`src/rtl/jcseq_pkg.sv`:
```
package jcseq_pkg;
    localparam int ST_W = 4;
    localparam int N_ST = 1 << ST_W;
    localparam int OP_W = 2;
    localparam int N_OP = 1 << OP_W;

    typedef logic [ST_W-1:0] state_t;

    typedef struct packed {
        state_t state;
    } seq_regs_t;

    // One bit per state; bit i describes state i.
    localparam logic [N_ST-1:0] CNT_MAP  = 16'hF6DF;
    localparam logic [N_ST-1:0] WAIT_MAP = 16'h1251;
    localparam logic [N_ST-1:0] LOAD_MAP = 16'h0004;
    localparam logic [N_ST-1:0] CLR_MAP  = 16'h0920;

    localparam state_t DISPATCH_ST = 4'd2;
    // Jump targets packed by opcode: op 3 in the top slice, op 0 in the bottom.
    localparam logic [N_OP*ST_W-1:0] JUMP_TGTS = {4'd12, 4'd9, 4'd6, 4'd4};
endpackage

```
`src/rtl/jcseq_ctl.sv`:
```
module jcseq_ctl
    import jcseq_pkg::*;
#(
    parameter int              SW       = ST_W,
    parameter int              NS       = N_ST,
    parameter logic [NS-1:0]   CNT_M    = CNT_MAP,
    parameter logic [NS-1:0]   WAIT_M   = WAIT_MAP,
    parameter logic [NS-1:0]   LOAD_M   = LOAD_MAP,
    parameter logic [NS-1:0]   CLR_M    = CLR_MAP
) (
    input  logic [SW-1:0] state,
    input  logic          wait_i,
    input  logic          rst,
    output logic          cnt,
    output logic          ld_n,
    output logic          clr_n
);
    logic [NS-1:0] cnt_in;
    logic [NS-1:0] ld_n_in;
    logic [NS-1:0] clrm_in;

    // Inputs of the three state-indexed multiplexers.
    for (genvar i = 0; i < NS; i++) begin : g_mux_in
        logic stall;
        assign stall      = WAIT_M[i] & wait_i;
        assign cnt_in[i]  = CNT_M[i] & ~stall;
        assign ld_n_in[i] = ~(LOAD_M[i] & ~stall);
        assign clrm_in[i] = CLR_M[i];
    end

    always_comb begin
        cnt   = cnt_in[state];
        ld_n  = ld_n_in[state];
        clr_n = ~(clrm_in[state] | rst);
    end
endmodule

```
`src/rtl/jcseq_jump.sv`:
```
module jcseq_jump
    import jcseq_pkg::*;
#(
    parameter int                  SW    = ST_W,
    parameter int                  OW    = OP_W,
    parameter logic [SW-1:0]       DISP  = DISPATCH_ST,
    parameter logic [(1<<OW)*SW-1:0] TGTS = JUMP_TGTS
) (
    input  logic [SW-1:0] state,
    input  logic [OW-1:0] op_i,
    output logic [SW-1:0] target
);
    localparam int NO = 1 << OW;
    logic [SW-1:0] tgt_tab [NO];

    for (genvar k = 0; k < NO; k++) begin : g_tab
        assign tgt_tab[k] = TGTS[k*SW +: SW];
    end

    always_comb begin
        if (state == DISP) target = tgt_tab[op_i];
        else               target = state;
    end
endmodule

```
`src/rtl/jcseq_decode.sv`:
```
module jcseq_decode #(
    parameter int SW = 4,
    parameter int NS = 1 << SW
) (
    input  logic [SW-1:0] state,
    output logic [NS-1:0] hot
);
    for (genvar i = 0; i < NS; i++) begin : g_line
        assign hot[i] = (state == SW'(i));
    end
endmodule

```
`src/rtl/jcseq_top.sv`:
```
module jcseq_top
    import jcseq_pkg::*;
(
    input  logic            clk,
    input  logic            rst,
    input  logic [OP_W-1:0] op_i,
    input  logic            wait_i,
    output logic [ST_W-1:0] state_o,
    output logic [N_ST-1:0] state_hot_o
);
    seq_regs_t cur_q, nxt_d;
    logic      cnt, ld_n, clr_n;
    state_t    jump_tgt;

    jcseq_ctl u_ctl (
        .state (cur_q.state),
        .wait_i(wait_i),
        .rst   (rst),
        .cnt   (cnt),
        .ld_n  (ld_n),
        .clr_n (clr_n)
    );

    jcseq_jump u_jump (
        .state (cur_q.state),
        .op_i  (op_i),
        .target(jump_tgt)
    );

    jcseq_decode #(.SW(ST_W), .NS(N_ST)) u_dec (
        .state(cur_q.state),
        .hot  (state_hot_o)
    );

    // Priority: clear, then load, then count, else hold.
    always_comb begin
        nxt_d = cur_q;
        if (!clr_n)     nxt_d.state = '0;
        else if (!ld_n) nxt_d.state = jump_tgt;
        else if (cnt)   nxt_d.state = cur_q.state + 1'b1;
    end

    always_ff @(posedge clk) begin
        cur_q <= nxt_d;
    end

    assign state_o = cur_q.state;

    // decode agrees with the binary state
    a_r8_onehot: assert property (@(posedge clk) disable iff (rst)
        1'b1 |-> ($onehot(state_hot_o) && state_hot_o[state_o]));

    // stall in a waiting state holds
    a_r3_wait_hold: assert property (@(posedge clk) disable iff (rst)
        (WAIT_MAP[state_o] && wait_i) |=> $stable(state_o));

    // clearing states return to 0
    a_r6_clear: assert property (@(posedge clk) disable iff (rst)
        CLR_MAP[state_o] |=> (state_o == '0));

    // dispatch takes the jump target
    a_r5_dispatch: assert property (@(posedge clk) disable iff (rst)
        (state_o == DISPATCH_ST) |=> (state_o == $past(jump_tgt)));

    // last state wraps to 0
    a_r7_wrap: assert property (@(posedge clk) disable iff (rst)
        (&state_o) |=> (state_o == '0));
endmodule

```
`config.mk`:
```
export PLATFORM = sky130hd
export DESIGN_NAME = jcseq_top
export DESIGN_NICKNAME = d
export VERILOG_FILES = /design/src/rtl/jcseq_pkg.sv /design/src/rtl/jcseq_ctl.sv /design/src/rtl/jcseq_jump.sv /design/src/rtl/jcseq_decode.sv /design/src/rtl/jcseq_top.sv
export SDC_FILE = /design/constraint.sdc
export NUM_CORES = 1
export LEC_CHECK = 0
export ABC_CLOCK_PERIOD_IN_PS = 2650
export BUFFER_PORTS_ARGS = -buffer_cell sky130_fd_sc_hd__buf_2
export CAP_MARGIN = 10
export CORE_MARGIN = 5
export CORE_UTILIZATION = 46
export DETAILED_ROUTE_END_ITERATION = 7
export GPL_ROUTABILITY_DRIVEN = 0
export HOLD_SLACK_MARGIN = 0.02
export MAX_ROUTING_LAYER = met4
export PLACE_DENSITY_LB_ADDON = 0.15
export SKIP_CTS_REPAIR_TIMING = 1
export SYNTH_ARGS = -nofsm -noshare
export SYNTH_HDL_FRONTEND = slang
export SYNTH_SLANG_ARGS = --single-unit
```
`constraint.sdc`:
```
create_clock -name clk -period 2.65 [get_ports clk]
set_input_delay 0.53 -clock clk [delete_from_list [all_inputs] [get_ports clk]]
set_output_delay 0.53 -clock clk [all_outputs]
set_load 0.05 [all_outputs]
```
# Word level (Yosys, flattened, before mapping)
# Memories as Yosys holds them, arrays and structs flattened. A register that Yosys moved wholly into a read port is not among the register bits.
# Cells that the tools add are included.
[classes]
addsub = 1
n_lt_le_gt_ge = 2
eq_ne = 16
mux = 14
bitwise = 3
n_reduce_logical = 3
[ops]
columns = ["cell", "n"]
rows = [
  ["$mux 4", 9],
  ["$eq 4x4->1 const B", 8],
  ["$eq 4x3->1 const B", 4],
  ["$bmux 4 s2", 1],
  ["$eq 4x2->1 const B", 2],
  ["$lt 4x5->1 const B", 1],
  ["$add 4x1->4 const B", 1],
  ["$bmux 1 s4", 1],
  ["$eq 4x1->1 const B", 1],
  ["$logic_not 4->1", 1],
  ["$ge 3x3->1 const B", 1],
  ["$mux 1", 3],
  ["$not 2->3", 1],
  ["$ne 2x2->1 const B", 1],
  ["$reduce_and 2->1", 1],
  ["$reduce_bool 2->1", 1],
  ["$not 1->1", 1],
  ["$or 1x1->1", 1],
]
[totals]
reg_bits = 4
mem_bits_ro = 32
in_bits = 5
output_inout_bits = 20
word_cells = 42
memories = 2
[mem_list]
columns = ["name", "words", "word_bits", "rd", "rd_clocked_by_memory_dff", "wr", "line", "source"]
rows = [
  ["(name not given)", 16, 1, 1, 1, 0, "jcseq_ctl.sv:34", "clr_n = ~(clrm_in[state] | rst);"],
  ["(name not given)", 16, 1, 1, 1, 0, "jcseq_ctl.sv:33", "ld_n = ld_n_in[state];"],
]

# Longest topological paths before layout
# Gate-level depths: netlist of run 1.
[logic_depth]
depth_word = 8
depth_mapped = 10
mapped_depth_nobuf = 9

# Hierarchy
# Synthesis of run 1 repeated with hierarchy kept, for this count alone.
[hier_totals]
hier_cells = 65
hier_area_um2 = 589.3
[by_module_without_submodules]
columns = ["mod", "instances", "cells_each", "area_each_um2", "seq_area_each_um2"]
rows = [
  ["jcseq_decode", 1, 20, 226.5, 0.0],
  ["jcseq_top", 1, 19, 186.4, 80.1],
  ["jcseq_ctl", 1, 16, 106.4, 0.0],
  ["jcseq_jump", 1, 10, 70.1, 0.0],
]

# Worst setup path before layout of run 1
# OpenSTA, ideal clock, no wires.
[synth_path]
path_type = "flip-flop to flip-flop"
from = "register cur_q, in the netlist state_o[0]"
to = "register with a tool-made name"
setup_ps = 125
t_arrival_ps = 2546
required_time_ps = 2525
slack_ps = -21
path_stages_with_launch = 10
n_path_buf = 0
period_less_slack_ps = 2671
cell_sequence = "dfxtp_1 inv_1 maj3_2 a221o_1 nand2b_1 mux2_1 nand2b_1 ha_1 nand2_1 mux2i_1"
[synth_lines]
columns = ["item", "line", "source"]
rows = [
  ["start, declared", "jcseq_top.sv:11", "seq_regs_t cur_q, nxt_d;"],
  ["start signal, assigned", "jcseq_top.sv:44", "cur_q <= nxt_d;"],
]

==> results of run 1 <==
==> cells in the final DEF, fill, tap and decap left out <==
cell | Yosys | routed
sky130_fd_sc_hd__buf_2 | 0 | 24
sky130_fd_sc_hd__and2_1 | 12 | 12
sky130_fd_sc_hd__a21oi_1 | 5 | 5
sky130_fd_sc_hd__nor2_1 | 5 | 5
sky130_fd_sc_hd__and3_1 | 5 | 5
sky130_fd_sc_hd__ha_1 | 5 | 5
sky130_fd_sc_hd__dfxtp_1 | 6 | 5
sky130_fd_sc_hd__inv_1 | 4 | 4
sky130_fd_sc_hd__nor2b_1 | 4 | 4
sky130_fd_sc_hd__nand2_1 | 3 | 3
sky130_fd_sc_hd__o21ai_0 | 3 | 3
sky130_fd_sc_hd__clkbuf_4 | 0 | 3
sky130_fd_sc_hd__buf_4 | 0 | 3
sky130_fd_sc_hd__nor3b_1 | 2 | 2
sky130_fd_sc_hd__nand2b_1 | 2 | 2
sky130_fd_sc_hd__nand3_1 | 2 | 2
sky130_fd_sc_hd__mux2i_1 | 2 | 2
sky130_fd_sc_hd__nor3_1 | 2 | 2
sky130_fd_sc_hd__a211oi_1 | 2 | 2
sky130_fd_sc_hd__nor4b_4 | 1 | 1
sky130_fd_sc_hd__or2_0 | 1 | 1
sky130_fd_sc_hd__maj3_2 | 1 | 1
sky130_fd_sc_hd__nand4b_1 | 1 | 1
sky130_fd_sc_hd__a221o_1 | 1 | 1
sky130_fd_sc_hd__mux2_1 | 1 | 1
sky130_fd_sc_hd__or2_2 | 1 | 1
sky130_fd_sc_hd__a311oi_1 | 1 | 1
sky130_fd_sc_hd__a32oi_1 | 1 | 1
sky130_fd_sc_hd__a22o_1 | 1 | 1
sky130_fd_sc_hd__o211ai_1 | 1 | 1
sky130_fd_sc_hd__xor2_1 | 1 | 1
sky130_fd_sc_hd__or4b_1 | 1 | 1
sky130_fd_sc_hd__dfxtp_2 | 0 | 1
==> per-stage QoR <==
stage,utilization (%),hold slack [ps],power (W),cell area (µm²),std cells
5_1_grt,62.0,597,0.00104,797,122
6_report,62.0,553,0.000964,797,122
3_3_place_gp,60.3,550,0.000863,774,119
4_1_cts,62.0,562,0.000969,797,122
3_5_place_dp,60.3,550,0.000881,774,119
2_1_floorplan,-,513,0.000719,624,80
==> cell families after synthesis <==
group	Yosys count	synth area share (%)
flip-flops	6	19.3
buffers and inverters	7	4.22
AND/OR/NAND/NOR	42	42.4
XOR/XNOR	1	1.41
AO/OA/AOI/OAI	15	15.9
multiplexers	3	5.02
adder cells (fa/ha/maj)	6	11.8
==> synth_stat cells, types with 2 or more instances <==
library cell and count:
sky130_fd_sc_hd__clkbuf_1 3, sky130_fd_sc_hd__nor2_1 5, sky130_fd_sc_hd__nand3_1 2, sky130_fd_sc_hd__o21ai_0 3, sky130_fd_sc_hd__inv_1 4, sky130_fd_sc_hd__and2_1 12, sky130_fd_sc_hd__mux2i_1 2, sky130_fd_sc_hd__a211oi_1 2
sky130_fd_sc_hd__a21oi_1 5, sky130_fd_sc_hd__nand2_1 3, sky130_fd_sc_hd__nor3b_1 2, sky130_fd_sc_hd__and3_1 5, sky130_fd_sc_hd__dfxtp_1 6, sky130_fd_sc_hd__nor2b_1 4, sky130_fd_sc_hd__nor3_1 2, sky130_fd_sc_hd__nand2b_1 2
sky130_fd_sc_hd__ha_1 5
==> power by group through the flow <==
stage	Clock (W)	Combinational (W)	Sequential (W)
floorplan	0	0.000483	0.000236
global placement	0	0.000685	0.000178
detailed placement	0	0.000700	0.000180
CTS	0.0000870	0.000704	0.000179
global route	0.0000932	0.000763	0.000185
finish	0.0000835	0.000702	0.000178
==> worst paths after layout <==
check,startpoint,endpoint,slack (ps)
worst max-delay path,state_o[1]$_SDFFE_PP0N_,ld_n$_SDFF_PP1_,230
worst min-delay path,register,state_o[0]$_SDFFE_PP0N_,550
worst min register to register,register,state_o[0]$_SDFFE_PP0N_,550
worst max register to register,state_o[1]$_SDFFE_PP0N_,ld_n$_SDFF_PP1_,230
==> routing by layer <==
metal	vias to the layer above	wire, µm	track usage [%]
li1	339	-	-
met1	299	687	17.9
met2	31	752	29.3
met3	2	165	3.45
met4	0	8	7.73
met5	-	0	-
==> layout make-up <==
type                       count  area (µm²)  area share, %
tap                           15        18.8           2.35
multi-input combinational     67         477           59.8
timing repair buffer          27         143           17.9
clock buffer                   3        22.5           2.83
sequential                     6         121           15.2
inverter                       4        15.0           1.88
==> critical path, delay by kind of cell (launching register included) <==
kind | cells | cell delay, ps
flops | 1 | 500
simple gates | 4 | 1020
fa+ha+maj | 1 | 270
compound gates | 2 | 490
==> summary.txt, run 1 <==
Die
  • Site Rows: 13
  • Number of top-level pins: 25
  • Die X-Extent: around 47 µm
  • Die Area: 0.00219 mm²
  • Effective utilization at floorplan: about 48%
  • Die height: around 47 µm
  • Area of the placeable core: 0.00128 mm²

Timing
  • F_max: between 0.4 and 0.5 GHz
  • Post-route fraction of the period consumed by the critical path: 91.2%
  • Worst clock skew: about 6.6 ps
  • Fin worst setup slack: 234 ps
  • Fin. max-slew vios: 0
  • Setup TNS: 0 ps
  • Final setup violation count: 0
  • Pin slew with the least headroom to its limit: between 400 and 500 ps
  • RSZ-0062 raised after global routing: false
  • Max_slew headroom: a little under three quarters
  • Final Hold Violating Endpoints: 0
  • Final min period: approximately 2400 ps

Worst setup path
  • Slowest stage cell on the critical path: sky130_fd_sc_hd__dfxtp_1
  • Setup Crit Path Kind: reg2reg
  • Arrival @ worst endpoint: 2540 ps
  • Worst setup SP type: register
  • Ordered list of cells on the worst path: ha_1, nor4b_4, nor3_1, a22o_1, o21ai_0, nand2_1, or4b_1
  • Worst setup EP type: register
  • Highest fanout seen on the critical path: 9
  • Length in cells of the worst reg-to-reg path: 7
  • Required arrival time at the worst endpoint: ~2800 ps
  • CP peak stage delay: about 500 ps

GRT
  • Antenna violations before repair: 0
  • Global-route wire length before repair: between 2000 and 3000 µm
  • Global router's overall resource usage: between 10% and 20%
  • Number of global-route vias before repair: roughly 640
  • Maximum number of pins on one net before global-route repair: 15
  • Overflow left after global routing: 0

Route
  • WL final: 1610 µm
  • Routed Antenna Nets: 0
  • DRC violation total after the first TritonRoute iteration: 15
  • Number of search-and-repair iterations in the first detailed-routing pass: 4
  • Post-detailed-route via-to-cell ratio: 5.50
  • Detailed-route via count: 671
  • DRC violations left: 0
  • Routed WL per cell: about 13 µm

Synth
  • Dominant cells by area after synthesis: sky130_fd_sc_hd__dfxtp_1, sky130_fd_sc_hd__and2_1, sky130_fd_sc_hd__ha_1, sky130_fd_sc_hd__and3_1, sky130_fd_sc_hd__a21oi_1
  • Synthesized area divided by synthesized cell count: between 7 and 8 µm²
  • FF+latch count, synth: 6
  • EDFF count, synth: 0
  • Synth area leader: sky130_fd_sc_hd__dfxtp_1
  • Area share of the largest cell type after synthesis: 19.3%
  • Main synth FF type: sky130_fd_sc_hd__dfxtp_1
  • Number of standard cells after synthesis: 80
  • Number of warnings issued by yosys: 0
  • Register area share after synthesis: approximately 19%
  • Post-Syn Area: 623 µm²
  • Number of distinct standard cells referenced by the synthesized netlist: 30
  • Asr flop ratio synth: 0%
  • Net count after synthesis: 90

Power
  • Combinational Power Share: slightly above 70%
  • Maximum ir drop on the vdd rail: between 0.6 and 0.7 mV
  • Ratio of total power to cell area: around 1200 mW/mm²
  • Leakage Power: 0.431 nW
  • Sequential group share of total power: approximately 19%
  • Proportion of power drawn by the clock network: between 8 and 9%
  • Switching share of total power: ~58%
  • Internal cell power: slightly above 0.0004 W
  • NetSw: between 0.0005 and 0.0006 W

Min path
  • Min-Delay Path Depth: 2
  • Hold Path Class: reg2reg

Placed design
  • Worst slack after detailed placement: approximately 140 ps
  • Number of buffers inserted by port buffering: 24
  • Half-perimeter wire length of the detailed placement result: around 1300 µm

CTS
  • Number of buffers on the longest clock path: 2
  • Clock edge transition at the registers on the reported setup and hold paths: ~50 ps
  • Inserted Clock Buffers: 3
  • CTS Root Buffer Type: sky130_fd_sc_hd__clkbuf_4
  • Clock tree from TritonCTS: done
  • Total clock sinks: 6
  • H-tree level count: 1
  • Insertion delay to the later sink of the worst-skew pair: roughly 240 ps

Run
  • Number of maximum-capacitance violations: 0

Layout
  • Post-layout net count: roughly 120
  • Count of fill cells added during filler insertion: 140
  • Share of final-layout standard cells stronger than drive strength 1: about a third
  • Number of diodes added for antenna fixing: 0
  • Area added between synthesis and finish: 27.9%

Status
  • Status: completed
Power figures use the tool's default switching activity.
==> inputs of run 2 (changes only) <==
- CTS_BUF_LIST: default -> sky130_fd_sc_hd__clkbuf_16
==> summary.txt, run 2 (synthesized netlist as in run 1, its figures left out) <==
GRT
  • Maximum number of pins on one net before global-route repair: 15 (unchanged)
  • Overflow left after global routing: 0 (unchanged)
  • Global-route wire length before repair: 2790 µm (+6.6%)
  • Global router's overall resource usage: 18.0% (+1.3 points)
  • Antenna violations before repair: 0 (unchanged)
  • Number of global-route vias before repair: 646 (+1.6%)

Power
  • Combinational Power Share: 62.7% (-10 points)
  • Maximum ir drop on the vdd rail: 0.666 mV (-3.6%)
  • Internal cell power: 0.000551 W (+35%)
  • NetSw: 0.000579 W (+4.2%)
  • Sequential group share of total power: 15.8% (-2.7 points)
  • Leakage Power: 0.454 nW (+5.4%)
  • Ratio of total power to cell area: 1330 mW/mm² (+10%)
  • Total power consumption of the routed design: 0.00113 W (+17%)
  • Switching share of total power: 51.2% (-6.4 points)
  • Proportion of power drawn by the clock network: 21.5% (+13 points)

Route
  • DRC violations left: 0 (unchanged)
  • Post-detailed-route via-to-cell ratio: 5.57 (+1.2%)
  • Detailed-route via count: 679 (+1.2%)
  • WL final: 1700 µm (+5.6%)
  • DRC violation total after the first TritonRoute iteration: 18 (+3)
  • Routed Antenna Nets: 0 (unchanged)
  • Number of search-and-repair iterations in the first detailed-routing pass: 4 (unchanged)
  • Routed WL per cell: 14.0 µm (+5.6%)

Timing
  • Setup TNS: 0 ps (unchanged)
  • RSZ-0062 raised after global routing: false
  • Fin. max-slew vios: 0 (unchanged)
  • Hold_ws: 549 ps (-4.59 ps)
  • Max_slew headroom: 72.2% (+0.64 points)
  • F_max: 0.412 GHz (-0.42%)
  • Final min period: 2430 ps (+10.1 ps)
  • Final setup violation count: 0 (unchanged)
  • Pin slew with the least headroom to its limit: 415 ps (-9.57 ps)
  • Worst clock skew: 2.60 ps (-3.97 ps)
  • Final Hold Violating Endpoints: 0 (unchanged)
  • Post-route fraction of the period consumed by the critical path: 91.6% (+0.38 points)

Layout
  • Post-layout net count: 119 (unchanged)
  • End-of-flow core utilization: 66.1% (+4.1 points)
  • Share of final-layout standard cells stronger than drive strength 1: 31.8% (unchanged)
  • Count of fill cells added during filler insertion: 129 (-7.9%)
  • Most common cell after layout, fill and taps aside: sky130_fd_sc_hd__buf_2
  • Highest-count cells in the layout ignoring fill and taps: sky130_fd_sc_hd__buf_2, sky130_fd_sc_hd__and2_1
  • Area added between synthesis and finish: 36.3%
  • Number of diodes added for antenna fixing: 0 (unchanged)

Worst setup path
  • Required arrival time at the worst endpoint: 2750 ps (-20 ps)
  • Worst setup EP type: register
  • Setup Crit Path Kind: reg2reg
  • Worst setup SP type: register
  • Arrival @ worst endpoint: 2530 ps (about the same)
  • Highest fanout seen on the critical path: 9 (unchanged)

CTS
  • H-tree level count: 1 (unchanged)
  • Inserted Clock Buffers: 3 (unchanged)
  • CTS Root Buffer Type: sky130_fd_sc_hd__clkbuf_16
  • Number of buffers on the longest clock path: 2 (unchanged)
  • Insertion delay to the later sink of the worst-skew pair: 230 ps (about the same)
  • Clock edge transition at the registers on the reported setup and hold paths: 30 ps (-20 ps)
  • Clock tree from TritonCTS: done
  • Total clock sinks: 6 (unchanged)

Die
  • Die Area: 0.00219 mm² (unchanged)
  • Site Rows: 13 (unchanged)
  • Number of top-level pins: 25 (unchanged)
  • Die X-Extent: 46.8 µm (unchanged)
  • Die height: 46.8 µm (unchanged)
  • Area of the placeable core: 0.00128 mm² (unchanged)
  • Effective utilization at floorplan: 48.5% (unchanged)

Run
  • Number of maximum-capacitance violations: 0 (unchanged)

Status
  • Status: completed

Placed design
  • Number of buffers inserted by port buffering: 24 (unchanged)
  • Half-perimeter wire length of the detailed placement result: 1270 µm (unchanged)

Min path
  • Hold Path Class: reg2reg
run 2: cell count changes in the layout (fill, tap and decap cells not counted):
cell	before	now
sky130_fd_sc_hd__clkbuf_4	3	0
sky130_fd_sc_hd__clkbuf_16	0	3
run 2: worst paths after layout:
path / end / cells past startpoint / slack [ps] / from
setup / recovery: ld_n$_SDFF_PP1_ / 7 / 220 / state_o[1]$_SDFFE_PP0N_
hold / removal: state_o[0]$_SDFFE_PP0N_ / 2 / 550 / register
setup reg to reg: ld_n$_SDFF_PP1_ / 7 / 220 / state_o[1]$_SDFFE_PP0N_
hold reg to reg: state_o[0]$_SDFFE_PP0N_ / 2 / 550 / register
run 2: through the flow:
stage	cells	area [µm²]	setup slack, ps
2_1_floorplan	80	624	29.6
3_3_place_gp	119	774	168
3_5_place_dp	119	774	140
4_1_cts	122	850	229
5_1_grt	122	850	18.6
6_report	122	850	224
run 2: metal layers:
layer,GRT usage (%),vias up,share of wire (%)
met1,20.0,306,41
met3,3.07,7,10
met5,-,-,0
met2,31.4,31,47
met4,7.73,0,1.8
li1,-,335,-
run 2: cell type report:
cell class              instances  area (µm²)  area share [%]
well taps                      15        18.8            2.21
repair buffers                 27         143            16.8
clock buffers                   3        75.1            8.84
flip-flops and latches          6         121            14.3
multi-input cells              67         477            56.1
inverters                       4        15.0            1.77
run 2: worst max-delay path: stages, from the launching register on:
cell                      delay (ps)
sky130_fd_sc_hd__dfxtp_1         510
sky130_fd_sc_hd__ha_1            280
sky130_fd_sc_hd__nor4b_4         390
sky130_fd_sc_hd__nor3_1           90
sky130_fd_sc_hd__a22o_1          200
sky130_fd_sc_hd__o21ai_0         290
sky130_fd_sc_hd__nand2_1          80
sky130_fd_sc_hd__or4b_1          460
run 2: power by group through the flow:
| stage | Sequential (W) | Clock, W | Combinational [W] |
|---|---|---|---|
| after floorplan | 0.000236 | 0 | 0.000483 |
| after global placement | 0.000178 | 0 | 0.000685 |
| after detailed placement | 0.000180 | 0 | 0.000700 |
| after CTS | 0.000179 | 0.000243 | 0.000709 |
| after global routing | 0.000185 | 0.000250 | 0.000773 |
| final | 0.000179 | 0.000243 | 0.000708 |
